File: src/rtl/lc_pkg.sv
package lc_pkg;
  // Which neighbours a light merges with: {left side open, right side open}.
  typedef enum logic [1:0] {
    SPAN_SOLO  = 2'b00,
    SPAN_RIGHT = 2'b01,
    SPAN_LEFT  = 2'b10,
    SPAN_BOTH  = 2'b11
  } span_e;

  localparam int ROOMS_DEF = 4;
endpackage

File: src/rtl/lc_link_decode.sv
module lc_link_decode #(
  parameter int ROOMS = 4
) (
  input  logic [ROOMS-2:0] part_closed,
  output logic [ROOMS-1:0] open_left,
  output logic [ROOMS-1:0] open_right
);
  // End rooms have no outer partition; treat that side as closed.
  assign open_left[0]        = 1'b0;
  assign open_right[ROOMS-1] = 1'b0;

  for (genvar i = 1; i < ROOMS; i++) begin : g_left
    assign open_left[i] = ~part_closed[i-1];
  end

  for (genvar i = 0; i < ROOMS-1; i++) begin : g_right
    assign open_right[i] = ~part_closed[i];
  end
endmodule

File: src/rtl/lc_run_parity.sv
module lc_run_parity #(
  parameter int ROOMS = 4
) (
  input  logic [ROOMS-1:0] sw_lvl,
  input  logic [ROOMS-2:0] part_closed,
  output logic [ROOMS-1:0] left_par,
  output logic [ROOMS-1:0] right_par
);
  // left_par[i]: parity of the connected run that ends at room i-1.
  always_comb begin
    left_par    = '0;
    left_par[1] = sw_lvl[0];
    for (int i = 2; i < ROOMS; i++) begin
      left_par[i] = sw_lvl[i-1] ^ (~part_closed[i-2] & left_par[i-1]);
    end
  end

  // right_par[i]: parity of the connected run that starts at room i+1.
  always_comb begin
    right_par          = '0;
    right_par[ROOMS-2] = sw_lvl[ROOMS-1];
    for (int i = ROOMS-3; i >= 0; i--) begin
      right_par[i] = sw_lvl[i+1] ^ (~part_closed[i+1] & right_par[i+1]);
    end
  end
endmodule

File: src/rtl/lc_light_mux.sv
module lc_light_mux
  import lc_pkg::*;
(
  input  logic  own_sw,
  input  logic  lpar,
  input  logic  rpar,
  input  span_e sel,
  output logic  light
);
  always_comb begin
    unique case (sel)
      SPAN_SOLO:  light = own_sw;
      SPAN_RIGHT: light = own_sw ^ rpar;
      SPAN_LEFT:  light = own_sw ^ lpar;
      SPAN_BOTH:  light = own_sw ^ lpar ^ rpar;
      default:    light = own_sw;
    endcase
  end
endmodule

File: src/rtl/lc_out_stage.sv
module lc_out_stage #(
  parameter int W       = 4,
  parameter bit REG_OUT = 1'b1
) (
  input  logic         clk,
  input  logic         rst_n,
  input  logic [W-1:0] d,
  output logic [W-1:0] q
);
  if (REG_OUT) begin : g_reg
    always_ff @(posedge clk or negedge rst_n) begin
      if (!rst_n) q <= '0;
      else        q <= d;
    end
  end else begin : g_wire
    assign q = d;
  end
endmodule

File: src/rtl/partition_light_ctrl.sv
module partition_light_ctrl
  import lc_pkg::*;
#(
  parameter int ROOMS   = ROOMS_DEF,
  parameter bit REG_OUT = 1'b1
) (
  input  logic             clk,
  input  logic             rst_n,
  input  logic [ROOMS-1:0] sw_lvl,
  input  logic [ROOMS-2:0] part_closed,
  output logic [ROOMS-1:0] light_on
);
  logic [ROOMS-1:0] open_l;
  logic [ROOMS-1:0] open_r;
  logic [ROOMS-1:0] par_l;
  logic [ROOMS-1:0] par_r;
  logic [ROOMS-1:0] light_c;

  lc_link_decode #(.ROOMS(ROOMS)) u_dec (
    .part_closed (part_closed),
    .open_left   (open_l),
    .open_right  (open_r)
  );

  lc_run_parity #(.ROOMS(ROOMS)) u_par (
    .sw_lvl      (sw_lvl),
    .part_closed (part_closed),
    .left_par    (par_l),
    .right_par   (par_r)
  );

  for (genvar i = 0; i < ROOMS; i++) begin : g_light
    lc_light_mux u_mux (
      .own_sw (sw_lvl[i]),
      .lpar   (par_l[i]),
      .rpar   (par_r[i]),
      .sel    (span_e'({open_l[i], open_r[i]})),
      .light  (light_c[i])
    );
  end

  lc_out_stage #(.W(ROOMS), .REG_OUT(REG_OUT)) u_out (
    .clk   (clk),
    .rst_n (rst_n),
    .d     (light_c),
    .q     (light_on)
  );
endmodule

File: config.mk
export PLATFORM = sky130hd
export DESIGN_NAME = partition_light_ctrl
export DESIGN_NICKNAME = d
export VERILOG_FILES = /design/src/rtl/lc_pkg.sv /design/src/rtl/lc_link_decode.sv /design/src/rtl/lc_run_parity.sv /design/src/rtl/lc_light_mux.sv /design/src/rtl/lc_out_stage.sv /design/src/rtl/partition_light_ctrl.sv
export SDC_FILE = /design/constraint.sdc
export NUM_CORES = 1
export LEC_CHECK = 0
export ABC_CLOCK_PERIOD_IN_PS = 800
export BUFFER_PORTS_ARGS = -buffer_cell sky130_fd_sc_hd__buf_4
export CORE_AREA = 2 2 39 41
export DETAILED_ROUTE_END_ITERATION = 8
export DIE_AREA = 0 0 41 43
export PLACE_DENSITY = 0.54
export SETUP_SLACK_MARGIN = 0.5
export SYNTH_ARGS = -nofsm -noshare
export SYNTH_HDL_FRONTEND = slang
export SYNTH_SLANG_ARGS = --single-unit
File: constraint.sdc
create_clock -name clk -period 0.8 [get_ports clk]
set_clock_uncertainty 0.05 [all_clocks]
set_input_delay 0.08 -clock clk [delete_from_list [all_inputs] [get_ports clk]]
set_output_delay 0.08 -clock clk [all_outputs]
set_load 0.005 [all_outputs]
==> results.py <==
metrics = {
    "status": {
        "status": "finished, violations left",
        "violations": "negative hold slack, negative setup slack",
    },
    "cells_and_area": {
        "fin_cells": 63,
        "regArea_um2": 100,
        "final_util": 0.381,
        "layout-drive-gt1-share": 0.638,
        "regMostFlops": "u_out.q",
        "final_area_um2": 527,
        "largest_register_ffs": 4,
        "nNetsFinal": 58,
        "syn_to_final_growth_pct": 92.2,
        "n_fill_cell": 154,
        "top_regs": "u_out.q: 4 flops",
        "multi_input_area_um2": 189,
        "num_antenna_cells": 0,
    },
    "die": {
        "core_area_um2": 1380,
        "die_y_um": 43,
        "start_util": 0.198,
        "rows": 14,
        "io_pins": 13,
        "fp.dieW_um": 41,
        "die_area_um2": 1760,
    },
    "synth": {
        "ys.flop_type": "dfrtp_1",
        "synth_area_leader_cell": "dfrtp_1",
        "synth.top_cells.by_count": "xnor2_1 (6), dfrtp_1 (4), nor2_1 (4)",
        "synthArstFlopShare": 1.00,
        "ys_top_cells_by_area": "dfrtp_1 (37%), xnor2_1 (19%), mux2_4 (11%)",
        "syn_inst": 24,
        "syn_avg_cell_area_um2": 11.4,
        "seq_area_frac_synth": 0.365,
        "yosysMostFrequentCell": "xnor2_1",
        "syn_nets": 33,
        "synth_edf_count": 0,
        "yosys.cell_types.count": 9,
        "ys_ff_latch": 4,
        "ys.warnings.count": 0,
        "netlist_area_um2": 274,
        "yosys.area.top_type_share": 0.365,
    },
    "flow_run": {
        "max-cap-violations": 0,
    },
    "worst_setup_path": {
        "cp_max_fo": 2,
        "worstPathCellList": "buf_8 -> nor2b_4 -> mux2_4 -> mux2i_1 -> xnor2_1",
        "arrival_ns": 0.91,
        "critPathTopFamily": "multiplexers",
        "cp.required_ns": 0.86,
        "critical_path_class": "in2reg",
        "worstSetupStartpointType": "input port",
        "end_kind": "flip-flop",
        "cpMaxStageDelayCell": "mux2_4",
        "path_buf_inv": 1,
        "cpPeakStageDelay_ns": 0.32,
    },
    "cts": {
        "cts_tree": "yes",
        "htreeDepth": 1,
        "root_buffer": "clkbuf_4",
        "numClockSinks": 4,
        "clkSlewWorstSetupHoldPaths_ns": 0.04,
        "cts.path.max_buffers": 2,
        "cts_buffers": 3,
    },
    "global_route": {
        "antenna_found_initial": 0,
        "grt_pass1_vias": 248,
        "grt_pass1_wl_um": 869,
        "track_usage": 0.0763,
        "grt_max_degree": 6,
        "grt.overflow.total": 0,
    },
    "placement": {
        "place_inst": 59,
        "place_area_um2": 437,
        "io_buffers": 12,
        "dpl_worst_slack_ns": -0.303,
        "place_congestion": 0.671,
    },
    "pwr": {
        "max-vdd-ir-drop_uv": 411,
        "powerDensity_nw_per_um2": 1430,
        "p_leak_nw": 0.252,
    },
    "timing": {
        "setup_viol": 7,
        "hold_viol": 4,
        "fin_ws_ns": -0.0501,
        "holdWs_ns": -0.413,
        "min_period_over_period": 1.06,
        "slew_viol_final": 0,
        "finalCriticalPeriod_ns": 0.850,
        "tightest_slew_ns": 0.278,
        "relSlewSlack": 0.813,
        "fmax_ghz": 1.18,
        "rsz0062_at_grt": "true",
    },
    "routing": {
        "remaining_drc_errors": 0,
        "vias": 234,
        "ant_nets": 0,
        "drt_first_iter_violations": 0,
        "wirelength_um": 485,
        "via_per_inst": 3.71,
        "first_pass_iters": 1,
        "routedWlPerCell_um": 7.70,
    },
    "hold_path": {
        "hold_path_class": "in2async",
    },
}
[layout by cell type (no fill, tap or decap)]
cell,synthesis,routed
buf_4,0,10
buf_6,0,8
nor2_1,4,4
xnor2_1,6,4
dfrtp_1,4,4
clkbuf_4,0,3
nor2b_1,2,2
nor2b_4,2,2
mux2_4,2,2
xnor2_2,0,2
mux2i_1,2,2
buf_8,0,2
and2b_2,1,1
and2b_1,1,1
[routing by layer]
metal  wire length, µm  global-route usage  vias to the layer above  share of wire
met5                 0                   0                        -              0
met4                 0              0.0600                        0              0
met2               279               0.122                        9           0.58
met1               166              0.0707                      103           0.34
met3                40              0.0314                        0          0.082
li1                  -                   -                      122              -
[layout make-up]
cell class | count | area share
flip-flops and latches | 4 | 0.190
multi-input cells | 20 | 0.359
well taps | 16 | 0.0380
repair buffers | 20 | 0.371
clock buffers | 3 | 0.0428
[metrics by stage]
step	total power, W	TNS, ns
floorplan	0.000332	-0.349
global placement	0.000457	-1.13
detailed placement	0.000461	-1.13
CTS	0.000769	-0.264
global route	0.000810	-0.445
finish	0.000753	-0.216
[cells by family (layout without fill, tap and decap cells)]
family | count (synthesis) | after routing | share of synthesized area
xor+xnor | 6 | 6 | 0.192
buf+inv | 0 | 23 | 0
flops | 4 | 4 | 0.365
mux | 4 | 4 | 0.183
simple gates | 10 | 10 | 0.260
[power by group]
group / total [W] / internal [W] / switching, W
clock network: 0.000239 / 0.000167 / 0.0000715
logic: 0.000267 / 0.000189 / 0.0000785
registers: 0.000247 / 0.000234 / 0.0000134
total: 0.000753 / 0.000590 / 0.000163
[timing repair]
action                                 in CTS  in global routing
pin swaps                                   3                  1
resized for setup                          13                  1
setup endpoints to repair                   8                  8
buffers inserted                            1                  0
endpoints found under the hold margin       4                  4
[final timing paths]
path,start,end,slack [ns],cells past startpoint
hold / removal,rst_n,u_out.q[2],-0.41,1
max in group asynchronous,rst_n,u_out.q[0],1.01,1
min in group clk,sw_lvl[3],u_out.q[3],0.05,3
setup / recovery,part_closed[0],u_out.q[3],-0.05,5
No activity file was read; power rests on OpenSTA's default activity.
